==> src/rtl/etr_pkg.sv <==
package etr_pkg;
  localparam int ADDR_W     = 10;
  localparam int STRIDE_LSB = 5;
  localparam int IDX_W      = ADDR_W - STRIDE_LSB;
  localparam int WORD_W     = STRIDE_LSB - 2;
  localparam int CHAN_WORDS = 6;
  localparam int DATA_W     = 32;

  localparam logic [ADDR_W-1:0] OFS_CAP_LO = 10'h000;
  localparam logic [ADDR_W-1:0] OFS_CAP_HI = 10'h004;
  localparam logic [ADDR_W-1:0] OFS_CFG_LO = 10'h010;
  localparam logic [ADDR_W-1:0] OFS_CFG_HI = 10'h014;
  localparam logic [ADDR_W-1:0] OFS_STAT   = 10'h020;
  localparam logic [ADDR_W-1:0] OFS_CNT_LO = 10'h0F0;
  localparam logic [ADDR_W-1:0] OFS_CNT_HI = 10'h0F4;
  localparam logic [ADDR_W-1:0] CHAN_BASE  = 10'h100;

  typedef enum logic [3:0] {
    RG_NONE, RG_CAP_LO, RG_CAP_HI, RG_CFG_LO, RG_CFG_HI,
    RG_STAT, RG_CNT_LO, RG_CNT_HI, RG_CHAN
  } etr_region_e;
endpackage

==> src/rtl/etr_decode.sv <==
module etr_decode
  import etr_pkg::*;
#(
  parameter int NT = 3
) (
  input  logic [ADDR_W-1:0] addr_i,
  output etr_region_e       region_o,
  output logic [IDX_W-1:0]  idx_o,
  output logic [WORD_W-1:0] word_o
);
  localparam logic [IDX_W:0]   NT_L     = (IDX_W+1)'(NT);
  localparam logic [IDX_W-1:0] BASE_IDX = CHAN_BASE[ADDR_W-1:STRIDE_LSB];
  localparam logic [WORD_W:0]  WORDS_L  = (WORD_W+1)'(CHAN_WORDS);

  always_comb begin
    idx_o    = addr_i[ADDR_W-1:STRIDE_LSB] - BASE_IDX;
    word_o   = addr_i[STRIDE_LSB-1:2];
    region_o = RG_NONE;
    if (addr_i[1:0] == 2'b00) begin
      if (addr_i >= CHAN_BASE) begin
        if (({1'b0, idx_o} < NT_L) && ({1'b0, word_o} < WORDS_L))
          region_o = RG_CHAN;
      end else begin
        case (addr_i)
          OFS_CAP_LO: region_o = RG_CAP_LO;
          OFS_CAP_HI: region_o = RG_CAP_HI;
          OFS_CFG_LO: region_o = RG_CFG_LO;
          OFS_CFG_HI: region_o = RG_CFG_HI;
          OFS_STAT:   region_o = RG_STAT;
          OFS_CNT_LO: region_o = RG_CNT_LO;
          OFS_CNT_HI: region_o = RG_CNT_HI;
          default:    region_o = RG_NONE;
        endcase
      end
    end
  end
endmodule

==> src/rtl/etr_counter.sv <==
module etr_counter #(
  parameter int HALF_W = 32
) (
  input  logic              clk,
  input  logic              rst_n,
  input  logic              en_i,
  input  logic              wr_lo_i,
  input  logic              wr_hi_i,
  input  logic [HALF_W-1:0] wdata_i,
  output logic [2*HALF_W-1:0] cnt_o
);
  localparam int CW = 2 * HALF_W;
  logic [CW-1:0] cnt_q;

  always_ff @(posedge clk or negedge rst_n) begin
    if (!rst_n)       cnt_q <= '0;
    else if (wr_lo_i) cnt_q <= {cnt_q[CW-1:HALF_W], wdata_i};
    else if (wr_hi_i) cnt_q <= {wdata_i, cnt_q[HALF_W-1:0]};
    else if (en_i)    cnt_q <= cnt_q + CW'(1);
  end

  assign cnt_o = cnt_q;

  // a running counter with no write advances by exactly one
  p_count_step_r5: assert property (@(posedge clk) disable iff (!rst_n)
    (en_i && !wr_lo_i && !wr_hi_i) |=> (cnt_q == $past(cnt_q) + CW'(1)));
  // a halted counter with no write keeps its value
  p_count_hold_r4: assert property (@(posedge clk) disable iff (!rst_n)
    (!en_i && !wr_lo_i && !wr_hi_i) |=> $stable(cnt_q));
  // a low-half write leaves the high half alone
  p_half_split_r4: assert property (@(posedge clk) disable iff (!rst_n)
    wr_lo_i |=> (cnt_q[CW-1:HALF_W] == $past(cnt_q[CW-1:HALF_W])));
endmodule

==> src/rtl/etr_status.sv <==
module etr_status #(
  parameter int NT = 3
) (
  input  logic          clk,
  input  logic          rst_n,
  input  logic          en_i,
  input  logic [NT-1:0] set_i,
  input  logic [NT-1:0] clr_i,
  input  logic          clr_all_i,
  output logic [NT-1:0] st_o
);
  logic [NT-1:0] st_q;

  always_ff @(posedge clk or negedge rst_n) begin
    if (!rst_n)         st_q <= '0;
    else if (clr_all_i) st_q <= '0;
    else                st_q <= (st_q & ~clr_i) | (en_i ? set_i : '0);
  end

  assign st_o = st_q;

  // halting empties the status register
  p_halt_clears_r7: assert property (@(posedge clk) disable iff (!rst_n)
    clr_all_i |=> (st_q == '0));
  // no bit can appear while the counter is halted
  p_no_set_halted_r8: assert property (@(posedge clk) disable iff (!rst_n)
    !en_i |=> ((st_q & ~$past(st_q)) == '0));
endmodule

==> src/rtl/etr_main_regs.sv <==
module etr_main_regs
  import etr_pkg::*;
#(
  parameter int          NT          = 3,
  parameter logic [31:0] CAP_BASE    = 32'h8086A001,
  parameter logic [31:0] TICK_PERIOD = 32'd10_000_000
) (
  input  logic             clk,
  input  logic             rst_n,
  input  logic             req_valid,
  output logic             req_ready,
  input  logic             req_write,
  input  logic [9:0]       req_addr,
  input  logic [31:0]      req_wdata,
  output logic             rsp_valid,
  input  logic             rsp_ready,
  output logic [31:0]      rsp_rdata,
  output logic [NT-1:0]    ch_sel,
  output logic             ch_write,
  output logic [2:0]       ch_word,
  output logic [31:0]      ch_wdata,
  input  logic [NT*32-1:0] ch_rdata,
  input  logic [NT-1:0]    ch_cmp_max,
  output logic [NT-1:0]    ch_arm,
  output logic [NT-1:0]    ch_disarm,
  input  logic [NT-1:0]    ist_set,
  output logic             count_en,
  output logic             legacy_route,
  output logic [63:0]      count_value
);
  localparam int          NT_FIELD_LSB = 8;
  localparam logic [31:0] CAP_LO = CAP_BASE | (32'(NT - 1) << NT_FIELD_LSB);
  localparam int          CFG_BITS = 2;

  etr_region_e       region;
  logic [IDX_W-1:0]  idx;
  logic [WORD_W-1:0] word;
  logic              acc, wr, wr_cfg, rise, fall;
  logic [CFG_BITS-1:0] cfg_q;
  logic [NT-1:0]     st, clr_mask, arm_q, disarm_q;
  logic [63:0]       cnt;
  logic [31:0]       chan_rd, rd_val;

  etr_decode #(.NT(NT)) u_dec (
    .addr_i(req_addr), .region_o(region), .idx_o(idx), .word_o(word)
  );

  assign req_ready = !rsp_valid || rsp_ready;
  assign acc       = req_valid && req_ready;
  assign wr        = acc && req_write;
  assign wr_cfg    = wr && (region == RG_CFG_LO);
  assign rise      = wr_cfg && req_wdata[0] && !cfg_q[0];
  assign fall      = wr_cfg && !req_wdata[0] && cfg_q[0];
  assign clr_mask  = (wr && (region == RG_STAT)) ? req_wdata[NT-1:0] : '0;

  always_ff @(posedge clk or negedge rst_n) begin
    if (!rst_n) begin
      cfg_q    <= '0;
      arm_q    <= '0;
      disarm_q <= '0;
    end else begin
      if (wr_cfg) cfg_q <= req_wdata[CFG_BITS-1:0];
      arm_q    <= rise ? ~ch_cmp_max : '0;
      disarm_q <= fall ? '1 : '0;
    end
  end

  etr_counter #(.HALF_W(32)) u_cnt (
    .clk(clk), .rst_n(rst_n), .en_i(cfg_q[0]),
    .wr_lo_i(wr && (region == RG_CNT_LO)),
    .wr_hi_i(wr && (region == RG_CNT_HI)),
    .wdata_i(req_wdata), .cnt_o(cnt)
  );

  etr_status #(.NT(NT)) u_st (
    .clk(clk), .rst_n(rst_n), .en_i(cfg_q[0]), .set_i(ist_set),
    .clr_i(clr_mask), .clr_all_i(fall), .st_o(st)
  );

  for (genvar g = 0; g < NT; g++) begin : g_sel
    assign ch_sel[g] = acc && (region == RG_CHAN) && (idx == IDX_W'(g));
  end

  assign ch_write = acc && (region == RG_CHAN) && req_write;
  assign ch_word  = word;
  assign ch_wdata = req_wdata;

  always_comb begin
    chan_rd = '0;
    for (int i = 0; i < NT; i++)
      if (idx == IDX_W'(i)) chan_rd = ch_rdata[i*32 +: 32];
  end

  always_comb begin
    case (region)
      RG_CAP_LO: rd_val = CAP_LO;
      RG_CAP_HI: rd_val = TICK_PERIOD;
      RG_CFG_LO: rd_val = 32'(cfg_q);
      RG_STAT:   rd_val = 32'(st);
      RG_CNT_LO: rd_val = cnt[31:0];
      RG_CNT_HI: rd_val = cnt[63:32];
      RG_CHAN:   rd_val = chan_rd;
      default:   rd_val = '0;
    endcase
  end

  always_ff @(posedge clk or negedge rst_n) begin
    if (!rst_n) begin
      rsp_valid <= 1'b0;
      rsp_rdata <= '0;
    end else if (acc) begin
      rsp_valid <= 1'b1;
      rsp_rdata <= req_write ? '0 : rd_val;
    end else if (rsp_ready) begin
      rsp_valid <= 1'b0;
    end
  end

  assign ch_arm       = arm_q;
  assign ch_disarm    = disarm_q;
  assign count_en     = cfg_q[0];
  assign legacy_route = cfg_q[1];
  assign count_value  = cnt;

  // a stalled response keeps its data
  p_rsp_hold_r1: assert property (@(posedge clk) disable iff (!rst_n)
    (rsp_valid && !rsp_ready) |=> (rsp_valid && $stable(rsp_rdata)));
  // at most one channel selected
  p_sel_onehot_r9: assert property (@(posedge clk) disable iff (!rst_n)
    $onehot0(ch_sel));
  // every channel access produces a response next cycle
  p_sel_answered_r9: assert property (@(posedge clk) disable iff (!rst_n)
    (|ch_sel) |=> rsp_valid);
  // starting the counter arms exactly the non-saturated channels
  p_arm_on_rise_r6: assert property (@(posedge clk) disable iff (!rst_n)
    $rose(count_en) |-> (ch_arm == ~$past(ch_cmp_max)));
  // arm and disarm never overlap
  p_arm_disjoint_r6: assert property (@(posedge clk) disable iff (!rst_n)
    (ch_arm & ch_disarm) == '0);
  // stopping the counter disarms every channel
  p_disarm_on_fall_r7: assert property (@(posedge clk) disable iff (!rst_n)
    $fell(count_en) |-> (&ch_disarm));
endmodule

==> config.mk <==
export PLATFORM = sky130hd
export DESIGN_NAME = etr_main_regs
export DESIGN_NICKNAME = d
export VERILOG_FILES = /design/src/rtl/etr_pkg.sv /design/src/rtl/etr_decode.sv /design/src/rtl/etr_counter.sv /design/src/rtl/etr_status.sv /design/src/rtl/etr_main_regs.sv
export SDC_FILE = /design/constraint.sdc
export NUM_CORES = 1
export LEC_CHECK = 0
export BUFFER_PORTS_ARGS = -buffer_cell sky130_fd_sc_hd__buf_2
export CORE_MARGIN = 2
export CORE_UTILIZATION = 30
export DETAILED_ROUTE_END_ITERATION = 10
export GPL_TIMING_DRIVEN = 1
export SLEW_MARGIN = 40
export SYNTH_ARGS = -nofsm -noshare
export SYNTH_HDL_FRONTEND = slang
export SYNTH_SLANG_ARGS = --single-unit
==> constraint.sdc <==
create_clock -name clk -period 6 [get_ports clk]
set_input_delay 0.6 -clock clk [delete_from_list [all_inputs] [get_ports clk]]
set_output_delay 0.6 -clock clk [all_outputs]
set_load 0.02 [all_outputs]
### Word-level counts from Yosys, hierarchy flattened

Cells that the tools add are included.

* flip-flop bits (word level): 108
* latch bits: 0
* bits in writable memories: 0
* memory bits (read-only): 0
* bits of input ports: 149
* output and inout port bits: 145
* logic and storage cells: 81
* memories kept: 0

* $add $sub $neg: 2
* $mul: 0
* divide/modulo/power cells: 0
* magnitude comparators: 3
* equal/unequal tests: 16
* shift operators: 0
* multiplexer cells: 19
* bitwise operators: 5
* reduce and logical (&&, ||, !) cells: 28

Operator list (number)
* case mux 32 bit (7 select lines): 1
* two-way mux 32 bit: 5
* two-way mux 64 bit: 2
* adder 64 x 1 -> 64 bit, second input constant: 1
* case mux 3 bit (7 select lines): 1
* == test 10 x 5 -> 1 bit, second input constant: 2
* == test 10 x 8 -> 1 bit, second input constant: 2
* logical AND 1 bit: 16
* two-way mux 3 bit: 5
* == test 4 x 3 -> 1 bit, second input constant: 3
* two-way mux 4 bit: 3
* == test 10 x 3 -> 1 bit, second input constant: 1
* == test 10 x 6 -> 1 bit, second input constant: 1
* greater-or-equal comparator 10 x 9 -> 1 bit, second input constant: 1
* logical NOT 10 bit: 1
* == test 4 x 2 -> 1 bit, second input constant: 2
* NOT 3 bit: 2
* nonzero test 2 bit: 3
* == test 5 x 1 -> 1 bit, second input constant: 1
* == test 5 x 2 -> 1 bit, second input constant: 1
* logical NOT 5 bit: 1
* less-than comparator 5 x 2 -> 1 bit, second input constant: 1
* subtractor 5 x 4 -> 5 bit, second input constant: 1
* == test 4 x 1 -> 1 bit, second input constant: 1
* other kinds (11): 15

### Longest topological paths before layout

Gate-level depths: netlist of the first run.

* depth after elaboration: 13
* mapped depth: 10
* gate-level depth less buffers: 8

### Cells and area by module

A second synthesis of the first run with hierarchy kept.

* cell total of the unflattened synthesis: 958
* area total of the unflattened synthesis: 7950.1 um^2

By module, submodules not included
* etr_counter: times used 1, cells each 553, area an instance 4521.8 um^2
* etr_main_regs: times used 1, cells each 364, area an instance 3110.5 um^2
* etr_decode: times used 1, cells each 29, area an instance 197.7 um^2
* etr_status: times used 1, cells each 12, area an instance 120.1 um^2

### Worst setup path after synthesis of the first run

OpenSTA, ideal clock, no wires.

* path kind: in2out
* start: input port req_addr[7]
* end: output port ch_sel[2]
* arrival time: 2727 ps
* slack: 2673 ps
* cell stages on the path: 7
* path buffers: 3
* cell sequence: buf_6 -> or4_4 -> buf_6 -> o21a_1 -> nand4b_2 -> clkbuf_1 -> nor4_1

* longest elaborated chain between the ends: 9

RTL lines
* from (decl): RTL line etr_main_regs.sv:13 `input logic [9:0] req_addr,`
* subtractor 5 x 4 -> 5 bit: RTL line etr_decode.sv:16 `idx_o = addr_i[ADDR_W-1:STRIDE_LSB] - BASE_IDX;`
* less-than comparator 5 x 2 -> 1 bit: RTL line etr_decode.sv:21 `if (({1'b0, idx_o} < NT_L) && ({1'b0, word_o} < WORDS_L))`
* logical AND 1 bit: RTL line etr_decode.sv:21
* two-way mux 4 bit: RTL line etr_decode.sv:21
* two-way mux 4 bit: RTL line etr_decode.sv:20 `if (addr_i >= CHAN_BASE) begin`
* two-way mux 4 bit: RTL line etr_decode.sv:19 `if (addr_i[1:0] == 2'b00) begin`
* == test 4 bit: RTL line etr_main_regs.sv:81 `assign ch_sel[g] = acc && (region == RG_CHAN) && (idx == IDX_W'(g));`
* logical AND 1 bit: RTL line etr_main_regs.sv:81
* logical AND 1 bit *: RTL line etr_main_regs.sv:81
* to (decl): RTL line etr_main_regs.sv:18 `output logic [NT-1:0] ch_sel,`

Every way passes the cells marked *; elsewhere a longest branch is shown, timed or not.

### Final worst setup path of the first run

* start: input port req_addr[8]
* end: register u_cnt.cnt_q[41], in the netlist u_cnt.cnt_o[41]

* longest elaborated chain between the ends: 10

RTL lines
* subtractor 5 x 4 -> 5 bit: RTL line etr_decode.sv:16
* less-than comparator 5 x 2 -> 1 bit: RTL line etr_decode.sv:21
* logical AND 1 bit: RTL line etr_decode.sv:21
* two-way mux 4 bit: RTL line etr_decode.sv:21
* two-way mux 4 bit *: RTL line etr_decode.sv:20
* two-way mux 4 bit *: RTL line etr_decode.sv:19
* == test 4 x 3 -> 1 bit, on equally long branches: RTL line etr_main_regs.sv:71, etr_main_regs.sv:70
* logical AND 1 bit, on equally long branches: RTL line etr_main_regs.sv:71, etr_main_regs.sv:70
* nonzero test 2 bit (no source line) / NOT 1 bit (equally long branches)
* AND reduction 2 bit (no source line)
* to (signal assigned): RTL line etr_counter.sv:17 `else if (wr_lo_i) cnt_q <= {cnt_q[CW-1:HALF_W], wdata_i};`
* to (signal assigned): RTL line etr_counter.sv:18 `else if (wr_hi_i) cnt_q <= {wdata_i, cnt_q[HALF_W-1:0]};`
* to (signal assigned): RTL line etr_counter.sv:19 `else if (en_i) cnt_q <= cnt_q + CW'(1);`
* to (decl): RTL line etr_counter.sv:13 `logic [CW-1:0] cnt_q;`

Every way passes the cells marked *; elsewhere a longest branch is shown, timed or not. The select of a mux whose other input is x is not followed.
A chain may end at the register's enable or synchronous reset.

==> results.md, run 1 <==
- Status: completed
- Clock power share: 41.9%
- Share of power burned in registers: between 40% and 50%
- Worst reg2reg path endpoint: u_cnt.cnt_o[54]
- Top-count cell post-synth: nand2_1
- Post-synthesis cell type count: 76
- Synth cell count leaders: 136 x nand2_1, 106 x dfrtp_1, 87 x a21oi_1
- Slew Limit Headroom: a little over two fifths
- PnR Total Power: ~1.5 mW
- 1st-pass router iterations: 5
- Antenna violations before repair: 0
- Sw Pwr: around 0.42 mW
- Sw Share: between 20% and 30%
- Post-synth EDFFs: 0
- Synth Area in Simple Gates: approximately 27%
- Area delta synth->final: 24.1%
- Clk_lat worst skew: 0.37 ns
- Die Span X: 163 µm
- CTS buffer count: 9
- Mux contribution to synthesized area: roughly 3.3%
- Site Rows: between 50 and 60
- Leakage: between 3 and 4 nW
- Post-CTS sizing: 0
- Synth Cell Area: between 7000 and 8000 µm²
- WS Path Type: primary input to flop
- Startpoint Class: primary input
- CP max FO: 26
- Unrepaired setup endpoints after global routing: false
- CTS tree: built
- Post-CTS setup buffer count: 0
- Clock root cell: clkbuf_16
- Final period utilization: 57.0%
- Hold Slack: approximately 0.2 ns
- Vias/cell: between 5 and 6
- Logic pwr share: a little over a tenth
- Dpl hpwl: between 20 and 25 mm
- CTS clk-pin slew, worst paths: 0.09 ns
- RePlAce Congestion: about 0.94
- Layout cells sized above 1: 32.2%
- Int Pwr: about 1.1 mW
- Area contributors post-synth: dfrtp_1 35%, nand2_1 6.7%, a21oi_1 5.7%, o21ai_0 4.6%, buf_4 3.7%
- Post-synth top area cell: dfrtp_1
- Hold buffer count at cts: 0
- GRT Residual Overflow: 0
- Vias: 8385
- Post-Synth XOR/XNOR Area: 3.70%
- Endpoints failing setup: 0
- Crit-path cells: buf_2 > inv_1 > ha_1 > nor4b_4 > o2111ai_4 > nor2_4 > nand2_1 > buf_4 > a21oi_1 > nor3_1
- Setup crit end kind: flop
- Syn Inst Count: 936
- Mean Syn Cell Area: just over 8 µm²
- ANT nets after route: 0
- Max Buffers Root-to-Sink: 2
- Clk sinks: 106
- Chip height: 163 µm
- CP arrival: between 3 and 4 ns
- Finished Core Util: a little under two fifths
- Max incr delay on CP: just under 0.7 ns
- Total GRT Usage: about a quarter
- Synth Area in Adders: less than 1%
- Initial core utilization: 30.4%
- Reg2reg path depth: 6
- Sequential fraction of the synthesis area: around a third
- Die area: 26600 µm²
- Net count after synthesis: ~1100
- Setup Skew: 0.0162 ns
- Total Routed Length: between 30 and 40 mm
- Worst hold path class: primary input to async pin
- Async SR Flop Fraction: between 90% and 100%
- Share of the synthesized area in the top cell type: a little over a third
- H-tree depth: 3
- Largest family of logic cells by synthesized area: simple AND/OR/NAND/NOR gates
- Largest net degree at the start of global routing: 69
- Diodes inserted: 0
- First DRT Iteration DRCs: 693
- Top FF cell, synth: dfrtp_1
- First-pass GRT wire length: approximately 48 mm
- Final Net Count: around 1300
- Area of the core: around 25000 µm²
- Fin. max-slew vios: 0
- Ys Warns: 0
- Buffers on Ports: 293
- Tmin final: between 3 and 4 ns
- CP Data Required Time: 6.24 ns
- Synth Register Bits: between 100 and 150
- Setup TNS Final: 0 ns
- Synth Area in Compound Gates: around 23%
- Worst-margin pin slew: about 0.87 ns
- Max Clk Rate: roughly 290 MHz
- Max Cap Violations: 0
- R2R Setup Slk: ~3.0 ns
- DRC errors left: 0
- CP max stage cell: nor2_4
- Worst reg2reg startpoint: u_cnt.cnt_o[32]
- Max VDD drop: approximately 110 µV
- Routed wire per std cell: roughly 22 µm
- Final hold violation count: 0
- IO Pins: approximately 290
- Vias in the first global route: 7762
- PD cells: approximately 160 nW/µm²
==> area by class of cell <==
type | count | area (µm²)
Inverter | 19 | 71.3
Multi-Input combinational cell | 720 | 4360
Tap cell | 330 | 413
Clock inverter | 7 | 87.6
Clock buffer | 9 | 225
Fill cell | 2610 | 15600
Sequential cell | 106 | 2650
Timing Repair Buffer | 309 | 1590
==> cells by family (layout without fill, tap and decap cells) <==
kind of cell             after synthesis  count (layout)
AND/OR/NAND/NOR                      391             391
adder cells (fa/ha/maj)                4               4
XOR/XNOR                              32              32
AO/OA/AOI/OAI                        270             270
flip-flops                           106             106
multiplexers                          23              23
buffers and inverters                110             344
==> metal layers <==
| metal | track usage (%) | vias to the layer above | part of all wire [%] |
|---|---|---|---|
| li1 | - | 3881 | - |
| met1 | 31.9 | 3965 | 42 |
| met2 | 38.9 | 480 | 45 |
| met3 | 4.94 | 59 | 9.5 |
| met4 | 7.08 | 0 | 2.9 |
| met5 | 0 | - | 0 |
==> registers in the layout, indices dropped and copies added, names as in the netlist <==
signal       cells
cfg_q            2
ch_arm           3
ch_disarm        1
rsp_rdata       32
rsp_valid        1
u_cnt.cnt_o     64
u_st.st_o        3
==> worst max-delay path, delay by kind of cell <==
family,cells,cell delay [ns]
AND/OR/NAND/NOR,4,1.70
AO/OA/AOI/OAI,2,0.59
buffers and inverters,3,0.57
adder cells (fa/ha/maj),1,0.17
==> worst max-delay path by stage <==
| stage | end | from | cells past startpoint | slack, ns |
|---|---|---|---|---|
| final | u_cnt.cnt_o[41] | req_addr[8] | 10 | 2.58 |
| after global routing | u_cnt.cnt_o[41] | req_addr[8] | 10 | 2.38 |
| after CTS | ch_sel[2] | req_addr[2] | 7 | 2.59 |
| after detailed placement | u_cnt.cnt_o[41] | req_addr[8] | 10 | 2.31 |
| after global placement | u_cnt.cnt_o[41] | req_addr[8] | 10 | 2.39 |
| after floorplan | ch_sel[2] | req_addr[7] | 7 | 2.67 |
==> through the flow <==
| stage | setup slack (ns) | area, µm² | std cells |
|---|---|---|---|
| 2_1_floorplan | 2.67 | 7580 | 936 |
| 3_3_place_gp | 2.39 | 9070 | 1483 |
| 3_5_place_dp | 2.31 | 9090 | 1483 |
| 4_1_cts | 2.59 | 9400 | 1499 |
| 5_1_grt | 2.38 | 9410 | 1500 |
| 6_report | 2.58 | 9410 | 1500 |
==> placed cells by master (no fill, tap or decap), types with 8 or more instances in the layout <==
| cell | Yosys | layout |
|---|---|---|
| nor2_1 | 69 | 66 |
| mux2_2 | 17 | 17 |
| a22oi_1 | 26 | 26 |
| a21oi_1 | 87 | 87 |
| a211oi_1 | 9 | 9 |
| dfrtp_1 | 106 | 106 |
| nor3_1 | 29 | 29 |
| o21ai_1 | 8 | 8 |
| nand3_1 | 28 | 28 |
| nor4_1 | 30 | 30 |
| nand4_1 | 27 | 27 |
| xnor2_1 | 27 | 27 |
| and3_1 | 16 | 16 |
| inv_1 | 19 | 19 |
| buf_4 | 37 | 16 |
| clkbuf_16 | 0 | 9 |
| buf_2 | 9 | 292 |
| o21ai_0 | 70 | 70 |
| nand2_1 | 136 | 135 |
==> power groups by stage <==
stage | sequential (mW) | clock (mW) | combinational (mW)
3_5_place_dp | 0.733 | 0 | 0.169
5_1_grt | 0.719 | 0.675 | 0.182
4_1_cts | 0.719 | 0.653 | 0.169
6_report | 0.719 | 0.640 | 0.167
2_1_floorplan | 0.735 | 0 | 0.0783
3_3_place_gp | 0.733 | 0 | 0.167
(Power assumes the default switching activity.)
==> inputs of run 2 (changes only) <==
==> constraint.sdc (replaced) <==
create_clock -name clk -period 2.75 [get_ports clk]
set_input_delay 0.275 -clock clk [delete_from_list [all_inputs] [get_ports clk]]
set_output_delay 0.275 -clock clk [all_outputs]
set_load 0.02 [all_outputs]
==> run 2 against run 1 <==
- power increased by 120%
- global-route usage is 1.3 points higher
- non-clock buffer count is 62 higher
- routed wire length increased by 5.8%
- hold slack lost 0.16 ns
- cell area is 5.7% higher
- clock skew decreased by 0.0051 ns
- setup slack got worse by 2.5 ns
- sequential share of layout area decreased by 1.5 points
- critical endpoint is now u_cnt.cnt_o[47]
==> results.md, run 2 (same netlist as run 1, synthesis figures left out) <==
- DP Worst Slack: -0.107 ns (was 2.31 ns)
- Layout cells sized above 1: 35.6% (was 32.2%)
- Total GRT Usage: 25.2% (was 23.9%)
- Vias in the first global route: 8029 (was 7762)
- Setup Skew: 0.0111 ns (was 0.0162 ns)
- Crit-path cells: nand4_1 > nor4_2 > nand4_1 > or3_1 > o32a_1 > o21a_1 (was buf_2 > inv_1 > ha_1 > nor4b_4 > o2111ai_4 > nor2_4 > nand2_1 > buf_4 > a21oi_1 > nor3_1)
- Worst-margin pin slew: 0.633 ns (was 0.868 ns)
- H-tree depth: 3 (unchanged)
- Clk sinks: 106 (unchanged)
- Most frequent cell on the critical path: nand4_1
- Max Buffers Root-to-Sink: 2 (unchanged)
- CTS tree: built (unchanged)
- Setup WS post-layout: 0.119 ns (was 2.58 ns)
- Routed wire per std cell: 22.0 µm (was 21.6 µm)
- Site Rows: 58 (unchanged)
- Tmin final: about 2.6 ns
- Layout filler cell count: 2636 (was 2610)
- Antenna violations before repair: 0 (unchanged)
- DRC errors left: 0 (unchanged)
- Endpoints failing setup: 0 (unchanged)
- Clk_lat worst skew: 0.36 ns (was 0.37 ns)
- Vias/cell: 5.56 (was 5.59)
- RePlAce Congestion: 0.959 (was 0.942)
- Dpl hpwl: 26.7 mm (was 24.8 mm)
- Largest net degree at the start of global routing: 54 (was 69)
- Leakage: 4.29 nW (was 3.97 nW)
- Total Routed Length: 34.3 mm (was 32.4 mm)
- Setup crit end kind: flop (unchanged)
- Final period utilization: a little over nine tenths
- IO Pins: 294 (unchanged)
- Commonest cells after routing, fill and taps aside: 292 x buf_2, 136 x nand2_1, 105 x dfrtp_1 (was 292 x buf_2, 135 x nand2_1, 106 x dfrtp_1)
- CP max FO: 6 (was 26)
- Placed cell areas: 9600 µm² (was 9090 µm²)
- First-pass GRT wire length: 49.9 mm (was 47.9 mm)
- Max Cap Violations: 0 (unchanged)
- 1st-pass router iterations: 5 (unchanged)
- CP max stage cell: dfrtp_1 (was nor2_4)
- Hold Slack: 0.0472 ns (was 0.204 ns)
- Startpoint Class: flop (was primary input)
- Diodes inserted: 0 (unchanged)
- Slew Limit Headroom: 57.8% (was 41.7%)
- PD cells: 340 nW/µm² (was 162 nW/µm²)
- GRT Residual Overflow: 0 (unchanged)
- WS Path Type: flop to flop (was primary input to flop)
- Max incr delay on CP: 0.52 ns (was 0.69 ns)
- Clock root cell: clkbuf_16 (unchanged)
- Vias: 8680 (was 8385)
- Fin. max-slew vios: 0 (unchanged)
- Worst hold path class: primary input to flop (was primary input to async pin)
- Area of the core: 25000 µm² (unchanged)
- CP arrival: 2.88 ns (was 3.66 ns)
- Status: completed (unchanged)
- Final Net Count: 1380 (was 1318)
- Unrepaired setup endpoints after global routing: false (unchanged)
- Die area: 26600 µm² (unchanged)
- Die Span X: 163 µm (unchanged)
- Final hold violation count: 0 (unchanged)
- Chip height: 163 µm (unchanged)
- ANT nets after route: 0 (unchanged)
- Buffers on Ports: 293 (unchanged)
- Max VDD drop: 247 µV (was 114 µV)
- Most common cell after layout, fill and taps aside: buf_2 (unchanged)
- Initial core utilization: 30.4% (unchanged)
- Max Clk Rate: between 300 and 400 MHz
- First DRT Iteration DRCs: 796 (was 693)
- Max FFs per register: 64 (unchanged)
- CTS clk-pin slew, worst paths: 0.08 ns (was 0.09 ns)
- Area delta synth->final: 31.1% (was 24.1%)
- Final instance area: 9940 µm² (was 9410 µm²)
- CTS buffer count: 9 (unchanged)
- CP Data Required Time: 3.00 ns (was 6.24 ns)
## run 2: worst max-delay path: cells and delay by family, from the launching register on
kind / cells / cell delay (ns)
and+or+nand+nor: 4 / 1.57
DFF: 1 / 0.52
AOI/OAI and AO/OA: 2 / 0.42
## run 2: layout make-up
cell class | instances | area [µm²] | area share, %
flip-flops and latches | 106 | 2650 | 26.7
clock inverters | 5 | 78.8 | 0.793
inverters | 19 | 71.3 | 0.717
multi-input cells | 720 | 4370 | 43.9
repair buffers | 371 | 2120 | 21.4
well taps | 330 | 413 | 4.15
clock buffers | 11 | 233 | 2.34
## run 2: what timing repair did
item                                    4_1_cts  5_1_grt
gates resized for setup                       1        2
pin swaps                                     1        0
endpoints found under the hold margin         0       51
endpoints found under the setup margin        7        6
setup buffers                                 1        0
hold buffers                                  0        1
## run 2: report_power, final
group          switching [mW]  total [mW]  leakage [nW]  internal (mW)
clock                   0.622        1.42         0.153          0.799
sequential            0.00659        1.57          1.35           1.56
combinational           0.238       0.391          2.79          0.153
total                   0.867        3.38          4.29           2.51
## run 2: path summary, 6_finish.rpt
check / start / end / slack [ns] / cells past startpoint
setup / recovery: u_cnt.cnt_o[23] / u_cnt.cnt_o[47] / 0.12 / 6
hold / removal: ch_cmp_max[1] / ch_arm[1] / 0.05 / 2
setup reg to reg: u_cnt.cnt_o[23] / u_cnt.cnt_o[47] / 0.12 / 6
hold reg to reg: rsp_rdata[21] / rsp_rdata[21] / 0.48 / 2
max in group asynchronous: rst_n / u_cnt.cnt_o[20] / 1.48 / 3
min in group asynchronous: rst_n / u_cnt.cnt_o[6] / 0.46 / 2
## run 2: metal layers
metal	track usage [%]	vias to the layer above	routed length [µm]
li1	-	4020	-
met1	34.9	4187	14900
met2	41.4	425	15900
met3	3.39	48	2690
met4	6.72	0	769
met5	0	-	0
## run 2: metrics by stage
| step | TNS (ns) | util, % | power (mW) | cells |
|---|---|---|---|---|
| floorplan | 0 | - | 1.77 | 936 |
| CTS | 0 | 39.7 | 3.41 | 1561 |
| detailed placement | -0.387 | 38.4 | 1.99 | 1544 |
| global route | 0 | 39.8 | 3.49 | 1562 |
| finish | 0 | 39.8 | 3.38 | 1562 |
| global placement | -0.511 | 38.4 | 1.99 | 1542 |
==> inputs of run 3 (changes only) <==
--- a/config.mk
+++ b/config.mk
@@ -8,8 +8,10 @@
 export BUFFER_PORTS_ARGS = -buffer_cell sky130_fd_sc_hd__buf_2
 export CORE_MARGIN = 2
 export CORE_UTILIZATION = 30
+export CTS_CLUSTER_DIAMETER = 60
 export DETAILED_ROUTE_END_ITERATION = 10
 export GPL_TIMING_DRIVEN = 1
+export REMOVE_ABC_BUFFERS = 1
 export SLEW_MARGIN = 40
 export SYNTH_ARGS = -nofsm -noshare
 export SYNTH_HDL_FRONTEND = slang
==> constraint.sdc (replaced) <==
create_clock -name clk -period 2.75 [get_ports clk]
set_input_delay 0.1375 -clock clk [delete_from_list [all_inputs] [get_ports clk]]
set_output_delay 0.1375 -clock clk [all_outputs]
set_load 0.02 [all_outputs]
==> run 3 against run 2 <==
- register-to-register slack better by 0.12 ns
- critical path depth stayed put
- hold slack lost 0.034 ns
- sequential power about the same
- power fell by 0.39%
- clock skew rose by 0.0023 ns
- clock power hardly changed
==> results.md, run 3 (same netlist as run 1, synthesis figures left out) <==
- Status: completed (unchanged)
- Area of the core: 25000 µm² (unchanged)
- Worst hold path class: primary input to flop (unchanged)
- Die area: 26600 µm² (unchanged)
- Max FFs per register: 64 (unchanged)
- Final hold violation count: 0 (unchanged)
- Vias: 8440 (was 8680)
- Layout cells sized above 1: 34.5% (was 35.6%)
- Crit-path cells: nand4_2 > nor4_2 > nand4_1 > or4_1 > o32ai_1 > o21ba_2 (was nand4_1 > nor4_2 > nand4_1 > or3_1 > o32a_1 > o21a_1)
- 1st-pass router iterations: 5 (unchanged)
- ANT nets after route: 0 (unchanged)
- Endpoints failing setup: 0 (unchanged)
- Max Buffers Root-to-Sink: 2 (unchanged)
- CTS buffer count: 9 (unchanged)
- Most common cell after layout, fill and taps aside: buf_2 (unchanged)
- Diodes inserted: 0 (unchanged)
- Setup TNS Final: 0 ns (unchanged)
- Top delay family on crit path: simple AND/OR/NAND/NOR gates (unchanged)
- IO Pins: 294 (unchanged)
- Fin. max-slew vios: 0 (unchanged)
- CP arrival: 2.78 ns (was 2.88 ns)
- CP max FO: 7 (was 6)
- GRT Residual Overflow: 0 (unchanged)
- First-pass GRT wire length: 47.7 mm (was 49.9 mm)
- Max Cap Violations: 0 (unchanged)
- Post-CTS sizing: 0 (was 1)
- Dpl cells: 1529 (was 1544)
- CTS clk-pin slew, worst paths: 0.08 ns (about the same)
- CP Data Required Time: 3.02 ns (was 3.00 ns)
- WS Path Type: flop to flop (unchanged)
- Slew Limit Headroom: 44.1% (was 57.8%)
- Max Clk Rate: 398 MHz (was 380 MHz)
- Initial core utilization: 30.4% (unchanged)
- First DRT Iteration DRCs: 744 (was 796)
- Chip height: 163 µm (unchanged)
- Total GRT Usage: 23.9% (was 25.2%)
- Buffer and inverter count on the worst path: 0 (unchanged)
- Die Span X: 163 µm (unchanged)
- Unrepaired setup endpoints after global routing: false (unchanged)
- CP max stage cell: or4_1 (was dfrtp_1)
- Tmin final: 2.51 ns (was 2.63 ns)
- Antenna violations before repair: 0 (unchanged)
- RePlAce Congestion: 0.926 (was 0.959)
- Setup crit end kind: flop (unchanged)
- Max VDD drop: 201 µV (was 247 µV)
- Startpoint Class: flop (unchanged)
- Leakage: 4.23 nW (was 4.29 nW)
- Finished Core Util: 39.4% (was 39.8%)
- Dpl hpwl: 25.0 mm (was 26.7 mm)
- Final Net Count: 1368 (was 1380)
- Vias/cell: 5.45 (was 5.56)
- PD cells: 342 nW/µm² (was 340 nW/µm²)
- Vias in the first global route: 7700 (was 8029)
- Final period utilization: 91.4% (was 95.7%)
- Setup Skew: 0.0134 ns (was 0.0111 ns)
- Largest net degree at the start of global routing: 73 (was 54)
- Site Rows: 58 (unchanged)
- Layout Cells excl Fill: 1550 (was 1562)
- Clk sinks: 106 (unchanged)
- Max incr delay on CP: 0.53 ns (was 0.52 ns)
- H-tree depth: 3 (unchanged)
- Routed wire per std cell: 21.1 µm (was 22.0 µm)
- Worst-margin pin slew: 0.834 ns (was 0.633 ns)
- Clock root cell: clkbuf_16 (unchanged)
- Commonest cells after routing, fill and taps aside: 292 x buf_2, 136 x nand2_1, 106 x dfrtp_1 (was 292 x buf_2, 136 x nand2_1, 105 x dfrtp_1)
- Area delta synth->final: 29.8% (was 31.1%)
- Total Routed Length: 32.7 mm (was 34.3 mm)
- DRC errors left: 0 (unchanged)
- CTS tree: built (unchanged)
- Clk_lat worst skew: 0.37 ns (was 0.36 ns)
- Buffers on Ports: 293 (unchanged)
[run 3: cell count changes in the layout (fill, tap and decap cells not counted), sizes merged]
cell and change:
inv +2, dlygate4sd3 +4, buf -16, bufinv -1, clkbuf -1
[run 3: cell type report]
| type | count | area (µm²) |
|---|---|---|
| Fill cell | 2632 | 15100 |
| Multi-Input combinational cell | 720 | 4360 |
| Sequential cell | 106 | 2650 |
| Timing Repair Buffer | 359 | 2040 |
| Tap cell | 330 | 413 |
| Clock buffer | 10 | 239 |
| Clock inverter | 6 | 72.6 |
| Inverter | 19 | 71.3 |
[run 3: power by group]
part / switching (mW) / internal [mW] / total, mW
Clock: 0.671 / 0.745 / 1.42
Combinational: 0.233 / 0.152 / 0.385
Sequential: 0.00612 / 1.56 / 1.57
Total: 0.909 / 2.46 / 3.37
[run 3: metrics by stage]
step	cell area [µm²]	worst slack [ns]	power, mW	hold WS, ns
global route	9840	0.0973	3.49	0.0302
finish	9840	0.237	3.37	0.0132
CTS	9840	0.265	3.41	0.00510
floorplan	7070	-0.353	1.69	-0.158
detailed placement	9480	0.237	1.98	0.139
global placement	9480	0.307	1.98	0.140
[run 3: path summary, 6_finish.rpt]
path	start	end	slack, ns	cells past startpoint
min	req_wdata[22]	u_cnt.cnt_o[22]	0.01	3
max reg2reg	u_cnt.cnt_o[8]	u_cnt.cnt_o[42]	0.24	6
max in group asynchronous	rst_n	u_cnt.cnt_o[54]	1.69	3
max	u_cnt.cnt_o[8]	u_cnt.cnt_o[42]	0.24	6
min in group asynchronous	rst_n	rsp_rdata[0]	0.28	2
min reg2reg	rsp_rdata[21]	rsp_rdata[21]	0.48	2
[run 3: routing by layer]
layer  vias to the layer above  GRT usage, %  part of all wire (%)
li1                       3975             -                     -
met1                      4033          32.1                    43
met2                       393          38.1                    46
met3                        39          5.30                   9.1
met4                         0          7.72                   2.3
met5                         -             0                     0
[run 3: timing repair]
action / CTS / global route
endpoints found under the hold margin: 38 / 0
hold buffers: 5 / 0
setup buffers: 0 / 0
[run 3: worst min-delay path: cells and delay by family]
kind / cells / cell delay (ns)
AOI/OAI and AO/OA: 1 / 0.06
buffers and inverters: 1 / 0.10
and+or+nand+nor: 1 / 0.05
